--- src/rtl/winwdt_pkg.sv ---
package winwdt_pkg;
  localparam int CNT_W  = 14;
  localparam int PRE_W  = 13;
  localparam int DATA_W = 16;
  localparam int ADDR_W = 3;
  localparam int FLAG_W = 3;

  localparam logic [ADDR_W-1:0] ADR_REFRESH = 3'h0;
  localparam logic [ADDR_W-1:0] ADR_CTRL    = 3'h2;
  localparam logic [ADDR_W-1:0] ADR_STATUS  = 3'h4;
  localparam logic [ADDR_W-1:0] ADR_RSTCTL  = 3'h6;

  localparam logic [DATA_W-1:0] CTRL_MASK  = 16'h33F3;
  localparam logic [DATA_W-1:0] CTRL_RESET = 16'h3303;

  // flag positions in the status register
  localparam int FLG_UNDER = 0;
  localparam int FLG_SEQ   = 1;
  localparam int FLG_WIN   = 2;

  typedef struct packed {
    logic [1:0] winStart;
    logic [1:0] winEnd;
    logic [3:0] preSel;
    logic [1:0] period;
  } cfg_t;

  // strobes from control to datapath
  typedef struct packed {
    logic startCnt;
    logic reloadReq;
  } dpCmd_t;

  function automatic logic [CNT_W-1:0] reloadOf(input logic [1:0] code);
    logic [CNT_W-1:0] r;
    case (code)
      2'd0:    r = CNT_W'(1023);
      2'd1:    r = CNT_W'(4095);
      2'd2:    r = CNT_W'(8191);
      default: r = CNT_W'(16383);
    endcase
    return r;
  endfunction

  function automatic logic [3:0] shiftOf(input logic [3:0] sel);
    logic [3:0] s;
    case (sel)
      4'd1:    s = 4'd2;
      4'd2:    s = 4'd4;
      4'd3:    s = 4'd5;
      4'd4:    s = 4'd6;
      4'd5:    s = 4'd8;
      4'd6:    s = 4'd9;
      4'd7:    s = 4'd11;
      4'd8:    s = 4'd13;
      default: s = 4'd0;
    endcase
    return s;
  endfunction
endpackage

--- src/rtl/winwdt_dp.sv ---
module winwdt_dp
  import winwdt_pkg::*;
#(
  parameter int RELOAD_LAT = 2
) (
  input  logic             clk,
  input  logic             rstN,
  input  logic             cntEn,
  input  logic             run,
  input  dpCmd_t           cmd,
  input  cfg_t             cfg,
  output logic [CNT_W-1:0] cntVal,
  output logic             tickStb,
  output logic             underflow
);
  localparam int LAT_W = (RELOAD_LAT > 1) ? $clog2(RELOAD_LAT) : 1;
  localparam logic [LAT_W-1:0] LAT_LAST = LAT_W'(RELOAD_LAT - 1);

  logic [PRE_W-1:0] preCnt;
  logic [PRE_W-1:0] preMask;
  logic [CNT_W-1:0] reloadVal;
  logic             pendQ;
  logic [LAT_W-1:0] pendCnt;
  logic             loadNow;

  always_comb begin
    reloadVal = reloadOf(cfg.period);
    preMask   = PRE_W'((32'd1 << shiftOf(cfg.preSel)) - 32'd1);
    tickStb   = run && cntEn && ((preCnt & preMask) == preMask);
    loadNow   = tickStb && pendQ && (pendCnt == LAT_LAST);
    underflow = tickStb && !loadNow && (cntVal == '0);
  end

  // prescaler: counts enable pulses, restarts with the counter
  always_ff @(posedge clk or negedge rstN) begin
    if (!rstN)                preCnt <= '0;
    else if (cmd.startCnt)    preCnt <= '0;
    else if (run && cntEn)    preCnt <= preCnt + 1'b1;
  end

  // pending reload after an accepted service pair
  always_ff @(posedge clk or negedge rstN) begin
    if (!rstN)              pendQ <= 1'b0;
    else if (cmd.reloadReq) pendQ <= 1'b1;
    else if (loadNow)       pendQ <= 1'b0;
  end

  generate
    if (RELOAD_LAT > 1) begin : g_latCnt
      always_ff @(posedge clk or negedge rstN) begin
        if (!rstN)                              pendCnt <= '0;
        else if (cmd.reloadReq)                 pendCnt <= '0;
        else if (tickStb && pendQ && !loadNow)  pendCnt <= pendCnt + 1'b1;
      end
    end else begin : g_latNone
      assign pendCnt = '0;
    end
  endgenerate

  // down-counter
  always_ff @(posedge clk or negedge rstN) begin
    if (!rstN)                      cntVal <= reloadOf(CTRL_RESET[1:0]);
    else if (!run)                  cntVal <= reloadVal;
    else if (loadNow || underflow)  cntVal <= reloadVal;
    else if (tickStb)               cntVal <= cntVal - 1'b1;
  end
endmodule

--- src/rtl/winwdt_ctrl.sv ---
module winwdt_ctrl
  import winwdt_pkg::*;
(
  input  logic              clk,
  input  logic              rstN,
  input  logic              wrEn,
  input  logic [ADDR_W-1:0] wrAddr,
  input  logic [DATA_W-1:0] wrData,
  input  logic [ADDR_W-1:0] rdAddr,
  input  logic [CNT_W-1:0]  cntVal,
  input  logic              underflow,
  output dpCmd_t            cmd,
  output cfg_t              cfg,
  output logic              runQ,
  output logic [DATA_W-1:0] ctrlWord,
  output logic [FLAG_W-1:0] flags,
  output logic [DATA_W-1:0] rdData,
  output logic              irqOut,
  output logic              rstOut
);
  localparam int Q_W = CNT_W + 1;

  logic          armQ;
  logic          irqSelQ;
  logic          refWr, wrZero, wrAll, goodSeq, badSeq, inWin, winErr;
  logic [Q_W-1:0] quarter, hiMul, loMul, winHi, winLo, cntExt;
  logic [FLAG_W-1:0] keepV, setV;

  always_comb begin
    cfg.winStart = ctrlWord[13:12];
    cfg.winEnd   = ctrlWord[9:8];
    cfg.preSel   = ctrlWord[7:4];
    cfg.period   = ctrlWord[1:0];

    // window bounds as multiples of a quarter period
    quarter = (Q_W'(reloadOf(cfg.period)) + Q_W'(1)) >> 2;
    hiMul   = Q_W'(cfg.winStart) + Q_W'(1);
    loMul   = Q_W'(2'd3 - cfg.winEnd);
    winHi   = quarter * hiMul - Q_W'(1);
    winLo   = quarter * loMul;
    cntExt  = Q_W'(cntVal);
    inWin   = (cntExt <= winHi) && (cntExt >= winLo);

    refWr   = wrEn && (wrAddr == ADR_REFRESH);
    wrZero  = refWr && (wrData[7:0] == 8'h00);
    wrAll   = refWr && (wrData[7:0] == 8'hFF);
    goodSeq = wrAll && armQ;
    badSeq  = wrAll && !armQ;
    winErr  = goodSeq && runQ && !inWin;

    cmd.startCnt  = goodSeq && !runQ;
    cmd.reloadReq = goodSeq && runQ && inWin;

    keepV = (wrEn && (wrAddr == ADR_STATUS)) ? (flags & wrData[FLAG_W-1:0]) : flags;
    setV  = '0;
    setV[FLG_UNDER] = underflow;
    setV[FLG_SEQ]   = badSeq;
    setV[FLG_WIN]   = winErr;

    irqOut = irqSelQ && (|flags);
    rstOut = !irqSelQ && (|flags);

    case (rdAddr)
      ADR_CTRL:   rdData = ctrlWord;
      ADR_STATUS: rdData = DATA_W'(flags);
      ADR_RSTCTL: rdData = {8'h00, irqSelQ, 7'b0};
      default:    rdData = '0;
    endcase
  end

  always_ff @(posedge clk or negedge rstN) begin
    if (!rstN) begin
      runQ     <= 1'b0;
      armQ     <= 1'b0;
      ctrlWord <= CTRL_RESET;
      irqSelQ  <= 1'b0;
      flags    <= '0;
    end else begin
      runQ  <= runQ | goodSeq;
      flags <= keepV | setV;
      if (refWr) armQ <= wrZero;
      if (wrEn && (wrAddr == ADR_CTRL) && !runQ) ctrlWord <= wrData & CTRL_MASK;
      if (wrEn && (wrAddr == ADR_RSTCTL)) irqSelQ <= wrData[7];
    end
  end
endmodule

--- src/rtl/winwdt_top.sv ---
module winwdt_top
  import winwdt_pkg::*;
#(
  parameter int RELOAD_LAT = 2
) (
  input  logic              clk,
  input  logic              rstN,
  input  logic              cntEn,
  input  logic              wrEn,
  input  logic [ADDR_W-1:0] wrAddr,
  input  logic [DATA_W-1:0] wrData,
  input  logic [ADDR_W-1:0] rdAddr,
  output logic [DATA_W-1:0] rdData,
  output logic              irqOut,
  output logic              rstOut
);
  dpCmd_t            cmd;
  cfg_t              cfg;
  logic              runQ;
  logic [DATA_W-1:0] ctrlWord;
  logic [FLAG_W-1:0] flags;
  logic [CNT_W-1:0]  cntVal;
  logic              tickStb;
  logic              underflow;

  winwdt_ctrl u_ctrl (
    .clk       (clk),
    .rstN      (rstN),
    .wrEn      (wrEn),
    .wrAddr    (wrAddr),
    .wrData    (wrData),
    .rdAddr    (rdAddr),
    .cntVal    (cntVal),
    .underflow (underflow),
    .cmd       (cmd),
    .cfg       (cfg),
    .runQ      (runQ),
    .ctrlWord  (ctrlWord),
    .flags     (flags),
    .rdData    (rdData),
    .irqOut    (irqOut),
    .rstOut    (rstOut)
  );

  winwdt_dp #(.RELOAD_LAT(RELOAD_LAT)) u_dp (
    .clk       (clk),
    .rstN      (rstN),
    .cntEn     (cntEn),
    .run       (runQ),
    .cmd       (cmd),
    .cfg       (cfg),
    .cntVal    (cntVal),
    .tickStb   (tickStb),
    .underflow (underflow)
  );
endmodule

--- config.mk ---
export PLATFORM = sky130hd
export DESIGN_NAME = winwdt_top
export DESIGN_NICKNAME = d
export VERILOG_FILES = /design/src/rtl/winwdt_pkg.sv /design/src/rtl/winwdt_dp.sv /design/src/rtl/winwdt_ctrl.sv /design/src/rtl/winwdt_top.sv
export SDC_FILE = /design/constraint.sdc
export NUM_CORES = 1
export LEC_CHECK = 0
export ABC_CLOCK_PERIOD_IN_PS = 9000
export BUFFER_PORTS_ARGS = -buffer_cell sky130_fd_sc_hd__buf_2
export CAP_MARGIN = 40
export CORE_MARGIN = 2
export CORE_UTILIZATION = 30
export DETAILED_ROUTE_END_ITERATION = 10
export HOLD_SLACK_MARGIN = 0.02
export PLACE_DENSITY = 0.54
export SYNTH_ARGS = -nofsm -noshare
export SYNTH_HDL_FRONTEND = slang
export SYNTH_SLANG_ARGS = --single-unit
--- constraint.sdc ---
create_clock -name clk -period 9 [get_ports clk]
set_clock_uncertainty 0.15 [all_clocks]
set_input_delay 1.35 -clock clk [delete_from_list [all_inputs] [get_ports clk]]
set_output_delay 1.35 -clock clk [all_outputs]
set_load 0.03 [all_outputs]
==> results.sh, run 1 <==
export IMPL_status="finished clean"
export IMPL_die_area_sq_um=13670
export IMPL_hpwl_mm=6.508
export IMPL_num_antenna_cells=0
export IMPL_p_switching_w=0.0003190
export IMPL_drive_gt1_share_pct=19.31
export IMPL_synth_top_area_share_pct=16.35
export IMPL_hold_start="u_ctrl.armQ$_DFFE_PN0P_"
export IMPL_syn_inst=435
export IMPL_pwr_share_clk_pct=25.9
export IMPL_internal_power_w=0.0005216
export IMPL_cp_startpoint="u_ctrl.ctrlWord[0]$_DFFE_PN1P_"
export IMPL_mostFrequentLayoutCell="nand2_1"
export IMPL_cp_slowest_cell="dfstp_2"
export IMPL_startpoint_type="flip-flop"
export IMPL_initial_utilization_pct=30.57
export IMPL_area_growth_synth_to_final_pct=12.39
export IMPL_grt_max_degree=35
export IMPL_pin_count=44
export IMPL_clkTransAtPathRegs_ns=0.07
export IMPL_r2r_cells=14
export IMPL_crit_path_max_fanout=16
export IMPL_hold_depth=2
export IMPL_drt_wl_total_mm=8.843
export IMPL_synth_largest_area_cell="dfrtp_1"
export IMPL_num_vias=3160
export IMPL_synthFlopType="dfrtp_1"
export IMPL_core_rowCount=41
export IMPL_ys_top_cells_by_area="dfrtp_1, dfstp_2, ha_1, nand2_1, nor2_1"
export IMPL_r2r_end="u_ctrl.flags[2]$_DFF_PN0_"
export IMPL_post_drt_wl_per_cell_um=13.97
export IMPL_critPathArrivalTime_ns=4.38
export IMPL_synth_edf_count=0
export IMPL_r2r_start="u_ctrl.ctrlWord[0]$_DFFE_PN1P_"
export IMPL_final_max_slew_viol_count=0
export IMPL_layout_common_cells="nand2_1, nor2_1, buf_2"
export IMPL_ir_drop_mv=0.1270
export IMPL_buffer_ports_inserted=34
export IMPL_fmax_mhz=228.6
export IMPL_globalplace_congestion=0.7885
export IMPL_grt_pass1_wl_mm=14.48
export IMPL_fin_setup_tns_ns=0
export IMPL_clock_sinks=45
export IMPL_synth_area_sq_um=3826
export IMPL_rsz0062_at_grt="false"
export IMPL_cp_cell_sequence="nor2b_1, nand2_1, ha_1, fa_1, inv_1, ha_1, a21oi_1, xor2_1, ha_1, and3_1, a221oi_1, a311oi_1, nor3_1, o21ai_0"
export IMPL_drt_initial_drc_count=270
export IMPL_postCtsHoldBufs=0
export IMPL_max_stage_delay_ns=0.69
export IMPL_relSlewSlack_pct=52.49
export IMPL_cts_made_buffers=5
export IMPL_syn_area_per_cell_sq_um=8.796
export IMPL_finalCritPeriodShare_pct=48.61
export IMPL_cts_root_buffer="clkbuf_16"
export IMPL_die_y_um=116.9
export IMPL_ctsResizeCount=0
export IMPL_pwr_share_seq_pct=31.8
export IMPL_dieWidth_um=116.9
export IMPL_timing_hold_ws_ns=0.3557
export IMPL_powerDensity_nw_per_um2=195.5
export IMPL_finalNetCount=522
export IMPL_cts_max_level=2
export IMPL_max_slew_worst_pin_slew_ns=0.7127
export IMPL_grt_pass1_vias=2913
export IMPL_synth_seq_cells=45
export IMPL_fin_crit_ns=4.375
export IMPL_r2r_slack_ns=4.62
export IMPL_required_ns=9.01
export IMPL_seq_area_frac_synth_pct=30.09
export IMPL_synthDistinctLibCells=69
export IMPL_first_pass_iters=4
export IMPL_drc=0
export IMPL_clockBufferDepth=2
export IMPL_worstSetupEndpointType="flip-flop"
export IMPL_cts_tree="done"
export IMPL_async_flop_share_pct=100.0
export IMPL_track_usage_pct=13.40
export IMPL_overflow=0
export IMPL_hp_class="reg -> reg"
export IMPL_clock_latency_ns=0.30
export IMPL_setup_viol=0
export IMPL_core_area_sq_um=12520
export IMPL_post_cts_setup_buffers=0
export IMPL_hold_viol=0
export IMPL_leakagePower_nw=1.879
export IMPL_antenna_found_initial=0
export IMPL_p_comb_share_pct=42.3
export IMPL_min_to="u_ctrl.armQ$_DFFE_PN0P_"
export IMPL_synth_warnings=0
export IMPL_viasPerCell=4.992
export IMPL_swShare_pct=37.95
export IMPL_ant_nets=0
export IMPL_drv_cap=0
export IMPL_critical_path_most_common_cell="ha_1"
export IMPL_worstSetupPathType="reg -> reg"
[critical path, delay by kind of cell, from the launching register on]
kind                     cells  cell delay (ns)
adder cells (fa/ha/maj)      4             1.42
AND/OR/NAND/NOR              4             1.01
AO/OA/AOI/OAI                4             0.76
flip-flops                   1             0.69
XOR/XNOR                     1             0.17
buffers and inverters        1             0.04
[power groups by stage]
| stage | combinational [W] | sequential, W | clock [W] |
|---|---|---|---|
| finish | 0.000356 | 0.000267 | 0.000217 |
| global route | 0.000414 | 0.000272 | 0.000231 |
| CTS | 0.000359 | 0.000267 | 0.000224 |
| detailed placement | 0.000354 | 0.000271 | 0 |
| global placement | 0.000342 | 0.000270 | 0 |
| floorplan | 0.000304 | 0.000244 | 0 |
[sequential cells by signal, indices dropped and copies added (netlist names), 3 cells and up]
signal / cells
u_ctrl.flags: 3
u_dp.preCnt: 13
u_dp.cntVal: 14
u_ctrl.ctrlWord: 10
[through the flow]
| step | total power (W) | worst slack (ns) | util, % | instances | instance area, sq um |
|---|---|---|---|---|---|
| final | 0.0008406 | 4.625 | 34.36 | 633 | 4300 |
| after detailed placement | 0.0006247 | 4.647 | 32.99 | 625 | 4129 |
| after floorplan | 0.0005471 | 5.170 | - | 439 | 3841 |
| after global routing | 0.0009173 | 4.321 | 34.36 | 633 | 4300 |
| after global placement | 0.0006113 | 4.738 | 32.77 | 623 | 4101 |
| after CTS | 0.0008502 | 4.609 | 34.36 | 633 | 4300 |
[worst max path at each step]
stage / to / slack, ns / depth (start not counted)
after floorplan: u_dp.pendQ$_DFFE_PN0P_ / 5.17 / 15
after global placement: u_ctrl.flags[2]$_DFF_PN0_ / 4.74 / 14
after detailed placement: u_ctrl.flags[2]$_DFF_PN0_ / 4.65 / 14
after CTS: u_ctrl.flags[2]$_DFF_PN0_ / 4.61 / 14
after global routing: u_ctrl.flags[2]$_DFF_PN0_ / 4.32 / 14
final: u_ctrl.flags[2]$_DFF_PN0_ / 4.62 / 14
[synth_stat cells, drive strengths merged, types with 3 or more instances]
cell,n
a2111oi,3
a211oi,3
a21oi,18
a22oi,3
a31oi,6
and2,12
and3,6
buf,11
clkbuf,13
dfrtp,25
dfstp,20
fa,4
ha,32
inv,23
mux2,11
mux2i,7
nand2,40
nand2b,12
nand3,9
nand3b,4
nand4,7
nor2,35
nor2b,11
nor3,18
nor3b,4
nor4,7
o211ai,3
o21ai,22
or3,6
xnor2,11
xor2,9
[cells by family after synthesis]
| family | share of synthesized area (%) |
|---|---|
| xor gates and xnor gates | 4.578 |
| AOI/OAI and AO/OA | 15.37 |
| and+or+nand+nor | 26.32 |
| adders and majority gates | 12.56 |
| other | 0.09801 |
| DFF | 30.08 |
| muxes | 5.069 |
| buffers and inverters | 5.919 |
[final cells by class]
type / count / area (sq um)
flip-flops and latches: 45 / 1151
clock inverters: 3 / 46.29
well taps: 172 / 215.2
inverters: 23 / 86.33
multi-input cells: 347 / 2464
repair buffers: 38 / 212.7
clock buffers: 5 / 125.1
fillers: 1338 / 8217
[routing by layer]
metal  wire length (um)  vias to the layer above  GRT usage [%]
li1                   -                     1592              -
met3                224                       12          2.523
met5                  0                        -              0
met2               4194                       40          20.69
met4                144                        0          4.863
met1               4279                     1516          18.71
No activity file was read; power rests on OpenSTA's default activity.
==> run 2, diff against run 1 <==
ABC_AREA = 1   (was unset)
ABC_CLOCK_PERIOD_IN_PS = 4300   (was 9000)
clock period = 4.3 ns   (was 9 ns; I/O delays follow)
==> run 2 against run 1 <==
Via count increased by 5.8%. Count of clock-buffer cells in the layout is 1 higher. Combinational power down 44%. Worst setup slack got worse by 4.1 ns. Fmax increased by 16%. Wire length fell by 5.2%. Die area fell by 2.9%. Critical path depth grew 3. Non-clock buffer count down 1. Register-to-register slack got worse by 4.1 ns. Critical path type unchanged. Largest cell class unchanged. Largest power group is now sequential cells.
==> results.sh, run 2 <==
export IMPL_status="finished clean"
export IMPL_postCtsHoldBufs=0
export IMPL_synth_largest_area_cell="dfrtp_1"
export IMPL_core_rowCount=40
export IMPL_grt_pass1_vias=3227
export IMPL_layout_common_cells="nand2_1, inv_1, nor2_1"
export IMPL_core_area_sq_um=12060
export IMPL_synth_edf_count=0
export IMPL_area_growth_synth_to_final_pct=14.13
export IMPL_syn_inst=520
export IMPL_ir_drop_mv=0.1211
export IMPL_drt_initial_drc_count=260
export IMPL_drt_wl_total_mm=8.387
export IMPL_drc=0
export IMPL_fillers=1286
export IMPL_cts_made_buffers=5
export IMPL_synth_top_area_share_pct=16.86
export IMPL_synthDistinctLibCells=40
export IMPL_hold_viol=0
export IMPL_pre_cts_ws_ns=0.5045
export IMPL_synth_seq_cells=45
export IMPL_cts_root_buffer="clkbuf_16"
export IMPL_viasPerCell=4.597
export IMPL_largest_register_ffs=14
export IMPL_seq_area_frac_synth_pct=31.02
export IMPL_clock_sinks=45
export IMPL_post_cts_setup_buffers=0
export IMPL_overflow=0
export IMPL_required_ns=4.33
export IMPL_max_stage_delay_ns=0.55
export IMPL_globalplace_congestion=0.7984
export IMPL_clock_latency_ns=0.29
export IMPL_postLayoutCoreUtil_pct=35.11
export IMPL_power_w=0.001130
export IMPL_relSlewSlack_pct=52.15
export IMPL_hpwl_mm=6.732
export IMPL_first_pass_iters=4
export IMPL_ctsResizeCount=0
export IMPL_finalNetCount=620
export IMPL_fin_crit_ns=3.784
export IMPL_post_drt_wl_per_cell_um=11.54
export IMPL_num_antenna_cells=0
export IMPL_cts_tree="done"
export IMPL_rsz0062_at_grt="false"
export IMPL_final_max_slew_viol_count=0
export IMPL_startpoint_type="flip-flop"
export IMPL_leakagePower_nw=2.238
export IMPL_antenna_found_initial=0
export IMPL_initial_utilization_pct=30.77
export IMPL_grt_pass1_wl_mm=14.48
export IMPL_ys_top_cells_by_area="dfrtp_1, dfstp_2, nand2_1, ha_1, inv_1"
export IMPL_setup_viol=0
export IMPL_regMostFlops="u_dp.cntVal"
export IMPL_cp_cell_sequence="inv_1, nor2_1, nand2_1, ha_1, fa_1, inv_1, ha_1, inv_1, o21ai_0, xnor2_1, ha_1, nand3_1, inv_1, nand3_1, o211ai_1, nand3_1, o21a_1"
export IMPL_fin_cells=727
export IMPL_hp_class="in -> async"
export IMPL_drv_cap=0
export IMPL_clkTransAtPathRegs_ns=0.06
export IMPL_worstSetupEndpointType="flip-flop"
export IMPL_fin_setup_tns_ns=0
export IMPL_crit_buf_inv=4
export IMPL_synthFlopType="dfrtp_1"
export IMPL_syn_area_per_cell_sq_um=7.137
export IMPL_critical_path_most_common_cell="inv_1"
export IMPL_reg_top3="u_dp.cntVal x14, u_dp.preCnt x13, u_ctrl.ctrlWord x10"
export IMPL_crit_path_max_fanout=4
export IMPL_ant_nets=0
export IMPL_async_flop_share_pct=100.0
export IMPL_cts_max_level=2
export IMPL_finalCritPeriodShare_pct=88.01
export IMPL_dp_cells=719
export IMPL_synth_warnings=0
export IMPL_die_area_sq_um=13280
export IMPL_grt_max_degree=26
export IMPL_clockBufferDepth=2
export IMPL_cp_slowest_cell="dfstp_2"
export IMPL_worstSetupPathType="reg -> reg"
export IMPL_critPathArrivalTime_ns=3.81
export IMPL_setup_slack_ns=0.5157
export IMPL_synth_common_cells="nand2_1, inv_1, nor2_1"
export IMPL_mostFrequentLayoutCell="nand2_1"
export IMPL_num_vias=3342
export IMPL_synth_area_sq_um=3711
export IMPL_buffer_ports_inserted=34
export IMPL_track_usage_pct=13.34
export IMPL_pin_count=44
export IMPL_drive_gt1_share_pct=15.92
export IMPL_crit_family="adder cells"
export IMPL_dieWidth_um=115.2
export IMPL_fmax_mhz=264.2
export IMPL_max_slew_worst_pin_slew_ns=0.7157
export IMPL_powerDensity_nw_per_um2=266.8
export IMPL_synth_most_common_cell="nand2_1"
export IMPL_die_y_um=115.2
## run 2: final cells by class
class	instances	area (sq um)	share of cell area [%]
clock buffer	6	128.9	3.043
clock inverter	2	33.78	0.7976
inverter	91	344.1	8.124
multi-input combinational	378	2162	51.05
sequential	45	1151	27.18
tap	168	210.2	4.963
timing repair buffer	37	205.2	4.845
## run 2: metrics by stage
step	hold slack, ns	instance area, sq um
2_1_floorplan	0.1994	3726
3_3_place_gp	0.3051	4053
3_5_place_dp	0.3104	4073
4_1_cts	0.2049	4235
5_1_grt	0.2181	4235
6_report	0.1803	4235
## run 2: worst reg2reg max path: stages, from the launching register on
cell	delay, ns
dfstp_2	0.55
inv_1	0.08
nor2_1	0.26
nand2_1	0.09
ha_1	0.33
fa_1	0.51
inv_1	0.04
ha_1	0.28
inv_1	0.05
o21ai_0	0.21
xnor2_1	0.10
ha_1	0.29
nand3_1	0.06
inv_1	0.07
nand3_1	0.06
o211ai_1	0.27
nand3_1	0.14
o21a_1	0.13
## run 2: cell families after synthesis
logic type	Yosys count	share of synthesized area, %
flip-flops	45	31.02
AND/OR/NAND/NOR	267	32.91
AO/OA/AOI/OAI	55	8.362
XOR/XNOR	15	3.540
buffers and inverters	101	11.13
other	1	0.1010
adder cells (fa/ha/maj)	36	12.95
## run 2: routing by layer
layer | up-vias | share of wire, % | global-route usage, %
met3 | 10 | 3.3 | 1.792
li1 | 1743 | - | -
met1 | 1514 | 50 | 17.87
met5 | - | 0 | 0
met4 | 0 | 1.4 | 4.096
met2 | 75 | 45 | 22.39
## run 2: where the power goes
part	switching, W	internal, W	leakage (nW)
Combinational	0.000128	0.0000711	1.65
Sequential	0.0000309	0.000464	0.514
Clock	0.000163	0.000273	0.0785
Total	0.000322	0.000808	2.24
## run 2: final timing paths
kind                                           startpoint  cells after the start  slack, ns                        endpoint
max in group asynchronous                            rstN                      2       3.21      u_dp.cntVal[1]$_DFFE_PN1P_
max                        u_ctrl.ctrlWord[0]$_DFFE_PN1P_                     17       0.52        u_dp.pendCnt$_DFFE_PN0P_
min in group clk                   u_dp.pendQ$_DFFE_PN0P_                      2       0.32          u_dp.pendQ$_DFFE_PN0P_
max reg2reg                u_ctrl.ctrlWord[0]$_DFFE_PN1P_                     17       0.52        u_dp.pendCnt$_DFFE_PN0P_
min                                                  rstN                      1       0.18  u_ctrl.ctrlWord[5]$_DFFE_PN0P_
min reg2reg                        u_dp.pendQ$_DFFE_PN0P_                      2       0.32          u_dp.pendQ$_DFFE_PN0P_
